`config.mk`:
```
export PLATFORM = sky130hd
export DESIGN_NAME = ctxen_rmw_unit
export DESIGN_NICKNAME = d
export VERILOG_FILES = /design/src/rtl/ctxen_pkg.sv /design/src/rtl/ctxen_fault_decode.sv /design/src/rtl/ctxen_bit_merge.sv /design/src/rtl/ctxen_result_reg.sv /design/src/rtl/ctxen_rmw_unit.sv
export SDC_FILE = /design/constraint.sdc
export NUM_CORES = 1
export LEC_CHECK = 0
export BUFFER_PORTS_ARGS = -buffer_cell sky130_fd_sc_hd__buf_4
export CAP_MARGIN = 20
export CORE_MARGIN = 2
export CORE_UTILIZATION = 45
export CTS_CLUSTER_SIZE = 16
export DETAILED_ROUTE_END_ITERATION = 8
export GPL_ROUTABILITY_DRIVEN = 1
export PLACE_DENSITY = 0.8
export SLEW_MARGIN = 15
export SYNTH_ARGS = -nofsm -noshare
export SYNTH_HDL_FRONTEND = slang
export SYNTH_SLANG_ARGS = --single-unit
export TNS_END_PERCENT = 50
```
`constraint.sdc`:
```
create_clock -name clk -period 2.65 [get_ports clk]
set_input_delay 0.53 -clock clk [delete_from_list [all_inputs] [get_ports clk]]
set_output_delay 0.53 -clock clk [all_outputs]
set_load 0.02 [all_outputs]
```
`src/rtl/ctxen_pkg.sv`:
```
package ctxen_pkg;
  localparam int unsigned EXC_W = 5;
  localparam int unsigned COP_W = 2;

  typedef enum logic [EXC_W-1:0] {
    EXC_NONE = 5'd0,
    EXC_RI   = 5'd10,
    EXC_CPU  = 5'd11
  } exc_code_e;

  localparam logic [4:0] CTL_REGNUM = 5'd0;
  localparam logic [2:0] CTL_SEL    = 3'd1;
  localparam logic [COP_W-1:0] EXC_COP_NUM = '0;

  // Fault priority: missing access outranks missing feature.
  function automatic exc_code_e pick_fault(input logic access_ok, input logic feat_ok);
    if (!access_ok)    return EXC_CPU;
    else if (!feat_ok) return EXC_RI;
    else               return EXC_NONE;
  endfunction
endpackage

```
`src/rtl/ctxen_fault_decode.sv`:
```
module ctxen_fault_decode
  import ctxen_pkg::*;
(
  input  logic             cop_access_en,
  input  logic             feat_present,
  output logic             fault_any,
  output logic [EXC_W-1:0] fault_code
);
  exc_code_e code_sel;

  always_comb begin
    code_sel   = pick_fault(cop_access_en, feat_present);
    fault_code = code_sel;
    fault_any  = (code_sel != EXC_NONE);
  end
endmodule

```
`src/rtl/ctxen_bit_merge.sv`:
```
module ctxen_bit_merge #(
  parameter int unsigned DATA_W = 32,
  parameter int unsigned EN_POS = 0
) (
  input  logic [DATA_W-1:0] old_value,
  input  logic              set_not_clear,
  output logic [DATA_W-1:0] new_value
);
  localparam logic [DATA_W-1:0] EN_MASK = {{(DATA_W-1){1'b0}}, 1'b1} << EN_POS;

  function automatic logic [DATA_W-1:0] apply_bit(input logic [DATA_W-1:0] v, input logic s);
    return s ? (v | EN_MASK) : (v & ~EN_MASK);
  endfunction

  assign new_value = apply_bit(old_value, set_not_clear);
endmodule

```
`src/rtl/ctxen_result_reg.sv`:
```
module ctxen_result_reg
  import ctxen_pkg::*;
#(
  parameter int unsigned DATA_W = 32,
  parameter int unsigned REG_AW = 5
) (
  input  logic              clk,
  input  logic              rst_n,
  input  logic              wb_fire,
  input  logic [REG_AW-1:0] wb_idx_in,
  input  logic [DATA_W-1:0] wb_data_in,
  input  logic              upd_fire,
  input  logic [DATA_W-1:0] upd_data_in,
  input  logic              exc_fire,
  input  logic [EXC_W-1:0]  exc_code_in,
  output logic              wb_valid,
  output logic [REG_AW-1:0] wb_index,
  output logic [DATA_W-1:0] wb_data,
  output logic              ctl_we,
  output logic [DATA_W-1:0] ctl_next,
  output logic              exc_valid,
  output logic [EXC_W-1:0]  exc_code
);
  always_ff @(posedge clk) begin
    if (!rst_n) begin
      wb_valid  <= 1'b0;
      wb_index  <= '0;
      wb_data   <= '0;
      ctl_we    <= 1'b0;
      ctl_next  <= '0;
      exc_valid <= 1'b0;
      exc_code  <= '0;
    end else begin
      wb_valid  <= wb_fire;
      wb_index  <= wb_fire  ? wb_idx_in   : '0;
      wb_data   <= wb_fire  ? wb_data_in  : '0;
      ctl_we    <= upd_fire;
      ctl_next  <= upd_fire ? upd_data_in : '0;
      exc_valid <= exc_fire;
      exc_code  <= exc_fire ? exc_code_in : '0;
    end
  end
endmodule

```
`src/rtl/ctxen_rmw_unit.sv`:
```
module ctxen_rmw_unit
  import ctxen_pkg::*;
#(
  parameter int unsigned DATA_W = 32,
  parameter int unsigned EN_POS = 0,
  parameter int unsigned REG_AW = 5
) (
  input  logic              clk,
  input  logic              rst_n,
  input  logic              instr_valid,
  input  logic              instr_sc,
  input  logic [REG_AW-1:0] instr_rt,
  input  logic              cop_access_en,
  input  logic              feat_present,
  input  logic              ctx_master,
  input  logic [DATA_W-1:0] ctl_value,
  output logic              wb_valid,
  output logic [REG_AW-1:0] wb_index,
  output logic [DATA_W-1:0] wb_data,
  output logic              ctl_we,
  output logic [DATA_W-1:0] ctl_next,
  output logic [4:0]        ctl_regnum,
  output logic [2:0]        ctl_sel,
  output logic              exc_valid,
  output logic [4:0]        exc_code,
  output logic [1:0]        exc_cop
);
  // Named internal events, visible to the bound checker.
  logic              fault_any;
  logic [EXC_W-1:0]  fault_code;
  logic [DATA_W-1:0] merged_value;
  logic              wb_allowed;
  logic              upd_allowed;
  logic              exc_fire;

  ctxen_fault_decode u_fault (
    .cop_access_en (cop_access_en),
    .feat_present  (feat_present),
    .fault_any     (fault_any),
    .fault_code    (fault_code)
  );

  ctxen_bit_merge #(.DATA_W(DATA_W), .EN_POS(EN_POS)) u_merge (
    .old_value     (ctl_value),
    .set_not_clear (instr_sc),
    .new_value     (merged_value)
  );

  assign wb_allowed  = instr_valid && !fault_any && (instr_rt != '0);
  assign upd_allowed = instr_valid && !fault_any && ctx_master;
  assign exc_fire    = instr_valid && fault_any;

  ctxen_result_reg #(.DATA_W(DATA_W), .REG_AW(REG_AW)) u_result (
    .clk         (clk),
    .rst_n       (rst_n),
    .wb_fire     (wb_allowed),
    .wb_idx_in   (instr_rt),
    .wb_data_in  (ctl_value),
    .upd_fire    (upd_allowed),
    .upd_data_in (merged_value),
    .exc_fire    (exc_fire),
    .exc_code_in (fault_code),
    .wb_valid    (wb_valid),
    .wb_index    (wb_index),
    .wb_data     (wb_data),
    .ctl_we      (ctl_we),
    .ctl_next    (ctl_next),
    .exc_valid   (exc_valid),
    .exc_code    (exc_code)
  );

  assign ctl_regnum = CTL_REGNUM;
  assign ctl_sel    = CTL_SEL;
  assign exc_cop    = EXC_COP_NUM;
endmodule

```
# Word level (Yosys, flattened, before mapping)
# Index checks and enable logic that the tools add are counted.
[word_totals] reg_bits=77 latch_bits=0 ramBits=0 mem_bits_ro=0 in_bits=44 mem_count=0
[op_classes] n_addsub=0 multipliers=0 div_mod_pow=0 order_cmp=0 eq_ne=0 shift=0 n_mux=3 bitwise=0 n_reduce_logical=10
[op_table] op="nonzero test 5 bit" count=2
[op_table] op="AND reduction 2 bit" count=3
[op_table] op="two-way mux 5 bit" count=1
[op_table] op="logical AND 1 bit" count=4
[op_table] op="two-way mux 4 bit" count=1
[op_table] op="logical NOT 1 bit" count=1
[op_table] op="two-way mux 1 bit" count=1

# Logic depth before layout (Yosys ltp)
[logic_depth] depth_word=7 mapped_depth=4 ltp_nobuf=2

# Cells and area by module
# Synthesis repeated with hierarchy kept, for this count alone.
[unflattened] cells_unflattened=227 hier_area_um2=2533.7
[modules_own_cells] module="ctxen_result_reg" n_inst=1 cells_per_inst=169 area_per_inst_um2=2119.5 seq_area_each_um2=1541.5
[modules_own_cells] module="ctxen_bit_merge" n_inst=1 cells_per_inst=32 area_per_inst_um2=240.2 seq_area_each_um2=0.0
[modules_own_cells] module="ctxen_rmw_unit" n_inst=1 cells_per_inst=19 area_per_inst_um2=132.6 seq_area_each_um2=0.0
[modules_own_cells] module="ctxen_fault_decode" n_inst=1 cells_per_inst=7 area_per_inst_um2=41.3 seq_area_each_um2=0.0

# Worst setup path before layout
# OpenSTA, ideal clock, no wires.
[synth_path] path_kind="input to register" from="in instr_rt[0]" to="reg u_result.wb_data[22]" t_arrival_ns=1.219 path_slack_ns=1.284 stages=3 n_path_buf=1 cell_sequence="nor4_4 buf_6 a211oi_2"
[synth_between] elab_chain_len=3
[synth_lines] element="start, declared" line="ctxen_rmw_unit.sv:12" rtl="input logic [REG_AW-1:0] instr_rt,"
[synth_lines] element="nonzero test 5 bit" line="ctxen_rmw_unit.sv:49" rtl="assign wb_allowed = instr_valid && !fault_any && (instr_rt != '0);"
[synth_lines] element="logical AND 1 bit" line="ctxen_rmw_unit.sv:49"
[synth_lines] element="AND reduction 2 bit (no line)"
[synth_lines] element="end signal, assigned" line="ctxen_result_reg.sv:36" rtl="wb_data <= wb_fire ? wb_data_in : '0;"
[synth_lines] element="end, declared" line="ctxen_result_reg.sv:18" rtl="output logic [DATA_W-1:0] wb_data,"
# No other way between the ends.
# A chain may end at the register's enable or synchronous reset.

# Final worst setup path
[layout_path] from="in instr_rt[0]" to="reg u_result.wb_data[31]"
# Same word-level chain as after synthesis.

==> impl_metrics.py <==
metrics = {
    "hold_path": {
        "hold_path.class": "in -> reg",
        "hold_end": "u_result.exc_code[0]",
        "worstHoldStart": "cop_access_en",
        "holdPathStages": 2,
    },
    "synthesis": {
        "yosys.area.top_type": "dfxtp_1",
        "synth_cell_type_count": 19,
        "synth-main-ff-cell": "dfxtp_1",
        "yosys_warnings": 0,
        "syn_avg_cell_area_sq_um": 11.7,
        "syn_inst": 216,
        "synth_most_common_cell": "dfxtp_1",
        "synth_seq_area_share": 0.588,
        "synth_seq_cells": 74,
        "synthTopCellsByArea": "dfxtp_1 59%, a211oi_2 14%, and3_1 7.9%",
        "async_flop_share": 0,
        "synth_edf_count": 0,
        "synth_area_sq_um": 2520,
        "yosysTopAreaCellShare": 0.588,
        "ys_top_cells_by_count": "74 x dfxtp_1, 32 x and3_1, 32 x inv_1",
    },
    "critical_path": {
        "crit_top_cell": "buf_4",
        "cp.arrival_ps": 1570,
        "critPathKind": "in -> reg",
        "path_cells": "buf_4, nor4_4, buf_4, a211oi_1",
        "worst_setup_path_start_kind": "primary input",
        "critPathMaxStageDelay_ps": 490,
        "critPathCaptureType": "flip-flop",
        "crit_fanout": 33,
        "path_delay_family": "buffers and inverters",
        "required_ps": 2840,
        "cp.buffers_inverters": 2,
        "critPathSlowestCell": "buf_4",
    },
    "floorplanning": {
        "dieArea_sq_um": 6220,
        "die_y_microns": 78.9,
        "start_util": 0.461,
        "core-area_sq_um": 5470,
        "fp-row-count": 27,
        "pin_count": 131,
        "die_x_microns": 78.9,
    },
    "drt": {
        "wl_per_cell_microns": 13.7,
        "drc_errors": 0,
        "drt_pass1_iterations": 6,
        "vias": 1859,
        "drtAntennaViolNets": 0,
        "finalWirelength_microns": 5580,
        "drtIter0Drc": 63,
        "vias_per_cell": 4.55,
    },
    "sta": {
        "slew_viol_final": 0,
        "setup_violations": 0,
        "hold_viol": 0,
        "hold-worst-slack_ps": 397,
        "fin_crit_sh": 0.522,
        "finalSetupTns_ps": 0,
        "rsz0062_at_grt": "false",
        "tightest_slew_ps": 519,
        "fmax_mhz": 722,
        "slew_headroom": 0.654,
        "min_period_ps": 1380,
    },
    "grt": {
        "use_met3": 0.0591,
        "antenna_found_initial": 0,
        "grt_busiest_layer": "met2",
        "grt_overflow": 0,
        "grt_pass1_vias": 1695,
        "grt_first_pass_wirelength_microns": 8580,
        "grt_usage": 0.181,
        "grt_use_met2": 0.308,
        "grt_max_degree": 34,
        "grtUsageMet1": 0.210,
    },
    "layout": {
        "syn2layout_area_growth_pct": 40.5,
        "nNetsFinal": 376,
        "antenna_cells": 0,
        "fin_area_sq_um": 3540,
        "drive_gt1_frac": 0.507,
    },
    "clock_network": {
        "post_cts_resized": 0,
        "root_buffer": "clkbuf_8",
        "post_cts.repair.setup_buffers": 0,
        "cts_buffer_depth": 2,
        "ctsHtreeMaxLevel": 3,
        "cts_tree": "done",
        "clkTransAtPathRegs_ps": 70,
        "cts_buffers": 9,
        "clock_sinks": 74,
        "hold_buffers": 0,
    },
    "run_status": {
        "outcome": "complete, no violations",
    },
    "placement": {
        "port_buffers": 118,
        "place_congestion": 0.740,
        "postPlaceCellArea_sq_um": 3360,
        "dp.final_hpwl_microns": 3900,
    },
    "pwr": {
        "power.leakage_nw": 1.81,
        "p_per_area_nw_per_um2": 594,
        "vdd_drop_max_v": 0.000341,
    },
    "run": {
        "drv_cap": 0,
    },
}
flip-flops by register name, indices dropped and copies added (netlist names):
| signal | count |
|---|---|
| u_result.ctl_next | 32 |
| u_result.ctl_we | 1 |
| u_result.exc_code | 2 |
| u_result.exc_valid | 1 |
| u_result.wb_data | 32 |
| u_result.wb_index | 5 |
| u_result.wb_valid | 1 |
placed cells by master (no fill, tap or decap), types with 2 or more instances in the layout:
cell type	n
and3_1	32
a211oi_1	3
and2_1	5
dfxtp_1	74
a21oi_1	2
nor2_1	2
clkbuf_8	11
inv_1	32
a211oi_2	29
buf_4	124
clkinv_2	2
conb_1	12
power by group:
| part | total (mW) | switching, mW | internal, mW |
|---|---|---|---|
| logic | 0.193 | 0.111 | 0.0818 |
| clock network | 0.777 | 0.387 | 0.390 |
| registers | 1.13 | 0.00508 | 1.13 |
| total | 2.10 | 0.503 | 1.60 |
routing by layer:
layer,vias up,wire (microns)
li1,914,-
met1,843,2220
met2,95,2830
met3,7,459
met4,0,79
met5,-,0
worst max-delay path by stage:
stage | from | to | slack (ps) | cells after the start
2_1_floorplan | instr_rt[0] | u_result.wb_data[22] | 1280 | 3
3_3_place_gp | instr_rt[0] | u_result.wb_data[31] | 970 | 4
3_5_place_dp | cop_access_en | u_result.ctl_next[14] | 920 | 4
4_1_cts | cop_access_en | u_result.ctl_next[14] | 1270 | 4
5_1_grt | cop_access_en | u_result.ctl_next[14] | 1180 | 4
6_report | instr_rt[0] | u_result.wb_data[31] | 1270 | 4
cell families after synthesis:
kind of cell,synth area share
AOI/OAI and AO/OA,0.160
buffers and inverters,0.136
DFF,0.588
other,0.00298
and+or+nand+nor,0.113
cell type report:
cell class / count / area (sq um)
multi-input combinational: 90 / 734
inverter: 33 / 124
sequential: 74 / 1480
timing repair buffer: 124 / 931
fill: 455 / 1930
clock inverter: 4 / 26.3
clock buffer: 12 / 155
tap: 72 / 90.1
through the flow:
stage,worst slack (ps),cells,power [mW],util
final,1270,409,2.10,0.647
after floorplan,1280,226,1.27,-
after global routing,1180,409,2.20,0.647
after CTS,1270,409,2.13,0.647
after global placement,965,393,1.35,0.614
after detailed placement,922,393,1.35,0.614
(Power assumes the default switching activity.)
